--- src/rtl/pbm_pkg.sv ---
package pbm_pkg;
    localparam logic [15:0] ADDR_GEOM   = 16'h5101;
    localparam logic [15:0] ADDR_HIGH   = 16'h5130;
    localparam logic [15:0] ADDR_A_BASE = 16'h5120;
    localparam logic [15:0] ADDR_B_BASE = 16'h5128;
    localparam int          HIGH_W      = 2;
    localparam int          VAL_W       = 8 + HIGH_W;
    localparam int          SLOTS       = 8;

    typedef enum logic {
        SEL_A = 1'b0,
        SEL_B = 1'b1
    } sel_state_e;
endpackage

--- src/rtl/pbm_ctrl.sv ---
module pbm_ctrl
    import pbm_pkg::*;
(
    input  logic              clk,
    input  logic              rst_n,
    input  logic              cpu_wr,
    input  logic [15:0]       cpu_addr,
    input  logic [7:0]        cpu_wdata,
    output logic [1:0]        geom,
    output logic              wr_a,
    output logic              wr_b,
    output logic [2:0]        reg_idx_a,
    output logic [2:0]        reg_idx_b,
    output logic [VAL_W-1:0]  reg_val
);
    logic [HIGH_W-1:0] high_q;
    logic              wr_geom;
    logic              wr_high;

    always_comb begin
        wr_geom   = cpu_wr && (cpu_addr == ADDR_GEOM);
        wr_high   = cpu_wr && (cpu_addr == ADDR_HIGH);
        wr_a      = cpu_wr && (cpu_addr[15:3] == ADDR_A_BASE[15:3]);
        wr_b      = cpu_wr && (cpu_addr[15:2] == ADDR_B_BASE[15:2]);
        reg_idx_a = cpu_addr[2:0];
        reg_idx_b = {1'b0, cpu_addr[1:0]};
        reg_val   = {high_q, cpu_wdata};
    end

    always_ff @(posedge clk) begin
        if (!rst_n) begin
            geom   <= 2'd0;
            high_q <= '0;
        end else begin
            if (wr_geom) geom   <= cpu_wdata[1:0];
            if (wr_high) high_q <= cpu_wdata[HIGH_W-1:0];
        end
    end

    // geometry changes only through its own register
    p_geom_hold_r1: assert property (@(posedge clk) disable iff (!rst_n)
        !(cpu_wr && cpu_addr == ADDR_GEOM) |=> $stable(geom));
    // high bits change only through their own register
    p_high_hold_r6: assert property (@(posedge clk) disable iff (!rst_n)
        !(cpu_wr && cpu_addr == ADDR_HIGH) |=> $stable(high_q));
endmodule

--- src/rtl/pbm_slot_table.sv ---
module pbm_slot_table
    import pbm_pkg::*;
#(
    parameter bit IS_BG  = 1'b0,
    parameter int BANK_W = 11
) (
    input  logic              clk,
    input  logic              rst_n,
    input  logic              wr,
    input  logic [2:0]        reg_idx,
    input  logic [VAL_W-1:0]  reg_val,
    input  logic [1:0]        geom,
    input  logic [2:0]        slot_sel,
    output logic [BANK_W-1:0] slot_bank
);
    localparam int FULL_W = VAL_W + 3;

    logic [SLOTS-1:0][BANK_W-1:0] slots;
    logic [SLOTS-1:0][BANK_W-1:0] nxt;
    logic [SLOTS-1:0]             hit;
    logic [1:0]                   k;
    logic [2:0]                   low_mask;
    logic                         reg_maps;

    // page exponent: background pages never exceed one 4 KB half
    always_comb begin
        k = 2'd3 - geom;
        if (IS_BG && k == 2'd3) k = 2'd2;
        low_mask = (3'b001 << k) - 3'b001;
        reg_maps = (reg_idx & low_mask) == low_mask;
    end

    for (genvar s = 0; s < SLOTS; s++) begin : g_slot
        localparam logic [2:0] LS = IS_BG ? 3'(s % 4) : 3'(s);
        logic [FULL_W-1:0] full;
        assign full   = (FULL_W'(reg_val) << k) | FULL_W'(LS & low_mask);
        assign hit[s] = wr && reg_maps && ((reg_idx & ~low_mask) == (LS & ~low_mask));
        assign nxt[s] = BANK_W'(full);
    end

    always_ff @(posedge clk) begin
        if (!rst_n) begin
            slots <= '0;
        end else begin
            for (int i = 0; i < SLOTS; i++) begin
                if (hit[i]) slots[i] <= nxt[i];
            end
        end
    end

    assign slot_bank = slots[slot_sel];

    // slots only move on a register write to this table
    p_slots_hold_r4: assert property (@(posedge clk) disable iff (!rst_n)
        !wr |=> $stable(slots));
    // a background table keeps both halves identical
    if (IS_BG) begin : g_bg_chk
        p_halves_match_r5: assert property (@(posedge clk) disable iff (!rst_n)
            slots[SLOTS/2-1:0] == slots[SLOTS-1:SLOTS/2]);
    end
endmodule

--- src/rtl/pbm_sel_fsm.sv ---
module pbm_sel_fsm
    import pbm_pkg::*;
(
    input  logic clk,
    input  logic rst_n,
    input  logic wr_a,
    input  logic wr_b,
    input  logic spr_fetch,
    input  logic tall_sprites,
    output logic use_bg
);
    sel_state_e state, state_nxt;

    always_comb begin
        state_nxt = state;
        unique case (state)
            SEL_A: if (wr_b) state_nxt = SEL_B;   // B_WRITE
            SEL_B: if (wr_a) state_nxt = SEL_A;   // A_WRITE
            default: state_nxt = SEL_A;
        endcase
    end

    always_ff @(posedge clk) begin
        if (!rst_n) state <= SEL_A;
        else        state <= state_nxt;
    end

    always_comb begin
        if (tall_sprites) use_bg = !spr_fetch;
        else              use_bg = (state == SEL_B);
    end

    // last-written set follows the write strobes
    p_a_write_r7: assert property (@(posedge clk) disable iff (!rst_n)
        wr_a |=> state == SEL_A);
    p_b_write_r7: assert property (@(posedge clk) disable iff (!rst_n)
        wr_b |=> state == SEL_B);
    // tall sprites never read the background table for sprite fetches
    p_tall_spr_r8: assert property (@(posedge clk) disable iff (!rst_n)
        (tall_sprites && spr_fetch) |-> !use_bg);
endmodule

--- src/rtl/pattern_bank_mapper.sv ---
module pattern_bank_mapper
    import pbm_pkg::*;
#(
    parameter int BANK_COUNT = 2048,
    localparam int BANK_W    = $clog2(BANK_COUNT)
) (
    input  logic              clk,
    input  logic              rst_n,
    input  logic              cpu_wr,
    input  logic [15:0]       cpu_addr,
    input  logic [7:0]        cpu_wdata,
    input  logic [12:0]       ppu_addr,
    input  logic              spr_fetch,
    input  logic              tall_sprites,
    output logic [BANK_W-1:0] bank_idx
);
    logic [1:0]        geom;
    logic              wr_a, wr_b, use_bg;
    logic [2:0]        reg_idx_a, reg_idx_b;
    logic [VAL_W-1:0]  reg_val;
    logic [BANK_W-1:0] bank_a, bank_b;
    logic [2:0]        slot_sel;

    assign slot_sel = ppu_addr[12:10];

    pbm_ctrl u_ctrl (
        .clk(clk), .rst_n(rst_n), .cpu_wr(cpu_wr), .cpu_addr(cpu_addr),
        .cpu_wdata(cpu_wdata), .geom(geom), .wr_a(wr_a), .wr_b(wr_b),
        .reg_idx_a(reg_idx_a), .reg_idx_b(reg_idx_b), .reg_val(reg_val)
    );

    pbm_slot_table #(.IS_BG(1'b0), .BANK_W(BANK_W)) u_tab_a (
        .clk(clk), .rst_n(rst_n), .wr(wr_a), .reg_idx(reg_idx_a),
        .reg_val(reg_val), .geom(geom), .slot_sel(slot_sel), .slot_bank(bank_a)
    );

    pbm_slot_table #(.IS_BG(1'b1), .BANK_W(BANK_W)) u_tab_b (
        .clk(clk), .rst_n(rst_n), .wr(wr_b), .reg_idx(reg_idx_b),
        .reg_val(reg_val), .geom(geom), .slot_sel(slot_sel), .slot_bank(bank_b)
    );

    pbm_sel_fsm u_sel (
        .clk(clk), .rst_n(rst_n), .wr_a(wr_a), .wr_b(wr_b),
        .spr_fetch(spr_fetch), .tall_sprites(tall_sprites), .use_bg(use_bg)
    );

    assign bank_idx = use_bg ? bank_b : bank_a;

    // 8x8 mode reads one table for both fetch kinds
    p_short_same_r9: assert property (@(posedge clk) disable iff (!rst_n)
        (!tall_sprites && $stable(tall_sprites) && !wr_a && !wr_b
         && $stable(ppu_addr)) |=> (!tall_sprites && $stable(ppu_addr)) |-> $stable(bank_idx));
endmodule

--- config.mk ---
export PLATFORM = sky130hd
export DESIGN_NAME = pattern_bank_mapper
export DESIGN_NICKNAME = d
export VERILOG_FILES = /design/src/rtl/pbm_pkg.sv /design/src/rtl/pbm_ctrl.sv /design/src/rtl/pbm_slot_table.sv /design/src/rtl/pbm_sel_fsm.sv /design/src/rtl/pattern_bank_mapper.sv
export SDC_FILE = /design/constraint.sdc
export NUM_CORES = 1
export LEC_CHECK = 0
export ABC_CLOCK_PERIOD_IN_PS = 2900
export BUFFER_PORTS_ARGS = -buffer_cell sky130_fd_sc_hd__buf_2
export CAP_MARGIN = 20
export CORE_AREA = 4 4 150 152
export DETAILED_ROUTE_END_ITERATION = 12
export DIE_AREA = 0 0 154 156
export REMOVE_ABC_BUFFERS = 1
export SLEW_MARGIN = 10
export SYNTH_ARGS = -nofsm -noshare
export SYNTH_HDL_FRONTEND = slang
export SYNTH_HIERARCHICAL = 1
export SYNTH_SLANG_ARGS = --single-unit
--- constraint.sdc ---
create_clock -name clk -period 2.9 [get_ports clk]
set_input_delay 0.435 -clock clk [delete_from_list [all_inputs] [get_ports clk]]
set_output_delay 0.435 -clock clk [all_outputs]
set_load 0.05 [all_outputs]
==> results of run 1 <==
==> layout make-up <==
class	count	area [um^2]
Timing Repair Buffer	75	546
Tap cell	275	344
Clock buffer	26	519
Sequential cell	137	2750
Fill cell	2034	12600
Clock inverter	6	85.1
Inverter	7	28.8
Multi-Input combinational cell	498	4140
==> cell families after synthesis <==
group / synth area share
AOI/OAI and AO/OA: 0.0897
xor gates and xnor gates: 0.00956
buffers and inverters: 0.0616
DFF: 0.374
muxes: 0.313
other: 0.000511
and+or+nand+nor: 0.152
==> metal layers <==
| metal | track usage | vias up | wire [um] |
|---|---|---|---|
| li1 | - | 2578 | - |
| met3 | 0.0391 | 17 | 583 |
| met1 | 0.203 | 2643 | 8700 |
| met2 | 0.257 | 85 | 8950 |
| met4 | 0.0475 | 0 | 185 |
| met5 | 0 | - | 0 |
==> metrics by stage <==
| stage | total power [mW] | setup TNS (ns) |
|---|---|---|
| global placement | 2.17 | 0 |
| floorplan | 2.03 | -9.12 |
| finish | 4.33 | 0 |
| global route | 4.49 | 0 |
| CTS | 4.37 | 0 |
| detailed placement | 2.17 | 0 |
==> report_power, final <==
group / switching [mW] / internal (mW) / total, mW
clock: 0.797 / 1.40 / 2.20
combinational: 0.157 / 0.0921 / 0.249
sequential: 0.00000848 / 1.88 / 1.88
==> cell usage in the layout (no fill, tap or decap), types with 4 or more instances in the layout <==
cell type / synthesis / final
mux2_2: 17 / 17
a211oi_2: 4 / 4
clkbuf_8: 0 / 6
mux4_2: 34 / 34
a21oi_1: 20 / 20
or2_2: 4 / 4
nor2_1: 63 / 63
nand3_1: 10 / 10
mux2i_1: 102 / 101
mux2_4: 12 / 12
inv_1: 5 / 4
buf_2: 13 / 42
o2111ai_1: 4 / 4
o21ai_1: 10 / 10
buf_12: 1 / 7
mux2i_2: 4 / 5
o211ai_1: 4 / 4
nand2b_1: 11 / 11
o22ai_1: 6 / 6
nand4_1: 4 / 4
dfxtp_1: 137 / 135
clkbuf_16: 0 / 17
o21a_1: 9 / 9
nand2_1: 101 / 101
nor3_1: 8 / 8
buf_4: 18 / 26
o21ai_0: 11 / 11
==> worst reg2reg max path: stages (launching register included) <==
cell and delay [ns]:
dfxtp_2 0.58, buf_4 0.40, mux2i_1 0.56, mux2i_2 0.26, mux2i_1 0.20, nor2_1 0.05
==> path summary, 6_finish.rpt <==
| path | start | to | slack [ns] | depth (start not counted) |
|---|---|---|---|---|
| worst min-delay path | cpu_wdata[1] | u_ctrl/geom[1]$_SDFFE_PN0P_ | 0.40 | 3 |
| worst max register to register | u_ctrl/geom[0]$_SDFFE_PN0P_ | u_tab_a/slots[14]$_SDFFE_PN0P_ | 0.72 | 5 |
| worst min register to register | u_tab_b/slots[14]$_SDFFE_PN0P_ | u_tab_b/slots[14]$_SDFFE_PN0P_ | 0.45 | 2 |
| worst max-delay path | ppu_addr[11] | bank_idx[1] | 0.30 | 6 |
==> flip-flops by register name, indices dropped and copies added (netlist names) <==
register       flops
u_tab_b/slots     44
u_ctrl/high_q      2
u_sel/state        1
u_ctrl/geom        2
u_tab_a/slots     88
==> summary.md, run 1 <==
| Metric | Value |
|---|---|
| First-pass GRT wire length | 29500 um |
| Total CTS buffers | 17 |
| Via density per instance | 5.20 |
| Register area share after synthesis | 0.374 |
| HPWL Detailed | 12300 um |
| Post-Syn Instances | 706 |
| Slowest stage delay, CP | 0.34 ns |
| WL final | 18400 um |
| Final period util | 0.895 |
| Vias | 5323 |
| F_max | 0.385 GHz |
| Critical path arrival | 2.16 ns |
| Finished Cell Area | 8410 um^2 |
| GPL Wtd Cong | 0.760 |
| Antenna diodes | 0 |
| CTS tree | yes |
| Area leader, netlist | dfxtp_1 |
| Hold Path Class | in2reg |
| Starting density of the core | 0.349 |
| Clock Tree Buf Depth | 2 |
| CP top delay family | multiplexers |
| Worst Setup End Kind | output pin |
| Initial antenna violation count | 0 |
| Setup Buffers After CTS | 0 |
| Routed WL per cell | 18.0 um |
| Insertion delay to the later sink of the worst-skew pair | 0.42 ns |
| Post-layout min period | 2.60 ns |
| Overall Global Routing Usage | 0.156 |
| Post-synthesis register bit count | 137 |
| Total Die Area | 24000 um^2 |
| CTS Sinks | 137 |
| Number of H-tree levels | 4 |
| Req. time, crit path | 2.47 ns |
| Root buffer cell | clkbuf_16 |
| Port Buf Inserts | 42 |
| Avg Inst Size Synth | 10.4 um^2 |
| Number of global-route vias before repair | 5415 |
| RSZ-0062 raised after global routing | no |
| Critical path, cell by cell | buf_2, buf_4, mux4_2, mux2_2, mux2_4, buf_2 |
| Drt first pass iters | 5 |
| Std-Cell Rows | 53 |
| Die width | 154 um |
| Slowest cell on crit path | buf_2 |
| CTS clk-pin slew, worst paths | 0.06 ns |
| Placed Instances | 992 |
| Final setup vio count | 0 |
| Synth top cells by count | dfxtp_1, mux2i_1, nand2_1 |
| Distinct cells, synth | 68 |
| Routed Antenna Nets | 0 |
| Total core area | 21000 um^2 |
| Synth top area cells | dfxtp_1, mux2i_1, mux4_2 |
| Grt ovf | 0 |
| CP max FO | 11 |
| Largest net degree at the start of global routing | 67 |
| Worst setup margin | 0.304 ns |
| Skew final | 0.0105 ns |
| Layout area overhead | 14.7% |
| Die Ht | 156 um |
| CP bufs+invs | 3 |
| Crit path kind | in2out |
| CTS resizes | 0 |
| Dpl ws | 0.264 ns |
| VDD IR max | 0.405 mV |
| Top cell type's share of synthesized area | 0.374 |
| Hold slack final | 0.395 ns |
| Placed Area | 7810 um^2 |
| # IOs | 53 |
| # hold bufs at CTS | 0 |
| Initial DRC count | 408 |
| Synthesized cell area | 7330 um^2 |
| Nets | 778 |
| Slew Viols, Final | 0 |
| Layout Cells excl Fill | 1024 |
| Final Hold Fails | 0 |
| Slew headroom | 0.354 |
| Share of cells above drive strength 1 | 0.276 |
| Synth async-reset ratio | 0 |
| Max Cap Violations | 0 |
| Synth Flop Type | dfxtp_1 |
| Most frequent CP cell | buf_2 |
| EDFF count, synth | 0 |
| Synth Warn # | 6 |
| DR DRC count | 0 |
| Leakage | 3.03 nW |
| CP Launch Type | input pin |
| PwrDens | 515 nW/um^2 |
| Status | completed |
| Slew of the pin with the lowest slew margin | 0.968 ns |
| Layout Utilization | 0.400 |
| Most numerous cell in the Yosys netlist | dfxtp_1 |
(Power assumes the default switching activity.)
==> run 2, diff against run 1 <==
- ABC_CLOCK_PERIOD_IN_PS: 2900 -> 3100
- clock period: 2.9 -> 3.1 ns (I/O delays scaled with it)
==> run 2 against run 1 <==
Net effect: sequential power fell by 6%; register-to-register slack improved by 0.08 ns; count of clock-buffer cells in the layout decreased by 6; critical endpoint is now bank_idx[5].
==> summary.md, run 2 (same netlist as run 1, synthesis figures left out) <==
| Metric | Value |
|---|---|
| Status | completed |
| CTS resizes | 0 |
| Starting density of the core | 0.349 |
| First-pass GRT wire length | 29100 um |
| CP max FO | 33 |
| DRT met1 WL | 8810 um |
| WL final | 18400 um |
| PwrDens | 481 nW/um^2 |
| Layout Cells excl Fill | 1017 |
| CTS Sinks | 137 |
| Register-to-register setup slack | 0.80 ns |
| F_max | 0.372 GHz |
| GPL Wtd Cong | 0.738 |
| Max layer used | met4 |
| R2r startpoint | u_ctrl/geom[0]$_SDFFE_PN0P_ |
| Met2 WL | 8760 um |
| Insertion delay to the later sink of the worst-skew pair | 0.42 ns |
| CP Launch Type | input pin |
| Share of cells above drive strength 1 | 0.272 |
| Root buffer cell | clkbuf_16 |
| Met3 wire length | 528 um |
| # hold bufs at CTS | 0 |
| Commonest non-fill, non-tap cell in the layout | dfxtp_1 |
| Total core area | 21000 um^2 |
| Leakage | 2.96 nW |
| Via density per instance | 5.16 |
| HPWL Detailed | 12100 um |
| Layout area overhead | 12.8% |
| DR DRC count | 0 |
| Number of flip-flops in the largest register | 88 |
| Final Hold Fails | 0 |
| Port Buf Inserts | 42 |
| Grt ovf | 0 |
| Slew Viols, Final | 0 |
| Total Die Area | 24000 um^2 |
| Vias | 5250 |
| Number of H-tree levels | 4 |
| Largest net degree at the start of global routing | 66 |
| Slew headroom | 0.308 |
| Min-Delay Path Depth | 3 |
| Drt first pass iters | 4 |
| Max Cap Violations | 0 |
| Hold Path Class | in2reg |
| Die width | 154 um |
| Tot Pwr | 3.98 mW |
| Nets | 771 |
| Die Ht | 156 um |
| Placed Instances | 985 |
| Hold path startpoint | cpu_addr[5] |
| Clock Tree Buf Depth | 2 |
| Routed Antenna Nets | 0 |
| Initial antenna violation count | 0 |
| Initial DRC count | 327 |
| Overall Global Routing Usage | 0.154 |
| Most frequent cells in the layout | dfxtp_1, nand2_1, mux2i_1, nor2_1, buf_2 |
| RSZ-0062 raised after global routing | no |
| Post-layout min period | 2.69 ns |
| Total CTS buffers | 17 |
| Routed WL per cell | 18.1 um |
| Dpl ws | 0.370 ns |
| VDD IR max | 0.391 mV |
| Slew of the pin with the lowest slew margin | 1.04 ns |
| Number of global-route vias before repair | 5299 |
| CTS clk-pin slew, worst paths | 0.06 ns |
| R2r endpoint | u_tab_a/slots[0]$_SDFFE_PN0P_ |
| Std-Cell Rows | 53 |
| R2r worst-path depth | 4 |
| Skew final | 0.00518 ns |
| Req. time, crit path | 2.63 ns |
| CTS tree | yes |
| Setup Buffers After CTS | 0 |
| Antenna diodes | 0 |
| Biggest regs | u_tab_a/slots x88, u_tab_b/slots x44 |
| Worst setup margin | 0.410 ns |
| # IOs | 53 |
| Critical path arrival | 2.23 ns |
| Fill count | 2061 |
| Biggest register | u_tab_a/slots |
| Worst Setup End Kind | output pin |
| Crit path kind | in2out |
| Final setup vio count | 0 |
| Hold path endpoint | u_ctrl/high_q[0]$_SDFFE_PN0P_ |
| Final period util | 0.868 |
-- run 2: cell types whose count changed in the layout (fill, tap and decap cells not counted), sizes merged --
| cell | previous run | this run |
|---|---|---|
| clkinvlp | 2 | 4 |
| buf | 75 | 68 |
| clkbuf | 26 | 20 |
| inv | 6 | 7 |
| clkinv | 3 | 6 |
-- run 2: how the worst max path moves through the flow --
stage / startpoint / cells after the start / to / slack (ns)
final: ppu_addr[10] / 6 / bank_idx[5] / 0.41
after global routing: ppu_addr[11] / 6 / bank_idx[5] / 0.34
after CTS: ppu_addr[11] / 6 / bank_idx[5] / 0.37
after detailed placement: cpu_addr[7] / 11 / u_tab_a/slots[19]$_SDFFE_PN0P_ / 0.37
after global placement: cpu_addr[7] / 10 / u_tab_b/slots[6]$_SDFFE_PN0P_ / 0.37
after floorplan: cpu_addr[7] / 7 / u_tab_b/slots[1]$_SDFFE_PN0P_ / -0.41
-- run 2: critical path, cell delays in order --
cell and delay (ns):
buf_2 0.11, buf_12 0.27, mux4_2 0.55, mux2_2 0.31, mux2_4 0.30, buf_2 0.22
-- run 2: layout make-up --
cell class / instances / area, um^2 / area share
Clock inverter: 12 / 124 / 0.0150
Timing Repair Buffer: 68 / 430 / 0.0520
Clock buffer: 20 / 457 / 0.0552
Sequential cell: 137 / 2750 / 0.332
Inverter: 7 / 28.8 / 0.00348
Multi-Input combinational cell: 498 / 4140 / 0.501
Tap cell: 275 / 344 / 0.0416
-- run 2: stage by stage --
stage          cell area [um^2]   util  hold WS, ns  TNS, ns
2_1_floorplan              6910      -        0.425    -3.94
3_3_place_gp               7690  0.366        0.435        0
3_5_place_dp               7690  0.366        0.442        0
4_1_cts                    8270  0.393        0.423        0
5_1_grt                    8270  0.393        0.436        0
6_report                   8270  0.393        0.437        0
-- run 2: metal layers --
layer | vias to the layer above | global-route usage
met5 | - | 0
met4 | 0 | 0.0500
met3 | 22 | 0.0280
met2 | 84 | 0.248
met1 | 2581 | 0.209
li1 | 2563 | -
-- run 2: power breakdown --
part / switching [mW] / total, mW / internal, mW
registers: 0.00000802 / 1.76 / 1.76
logic: 0.143 / 0.224 / 0.0812
clock network: 0.771 / 1.99 / 1.22
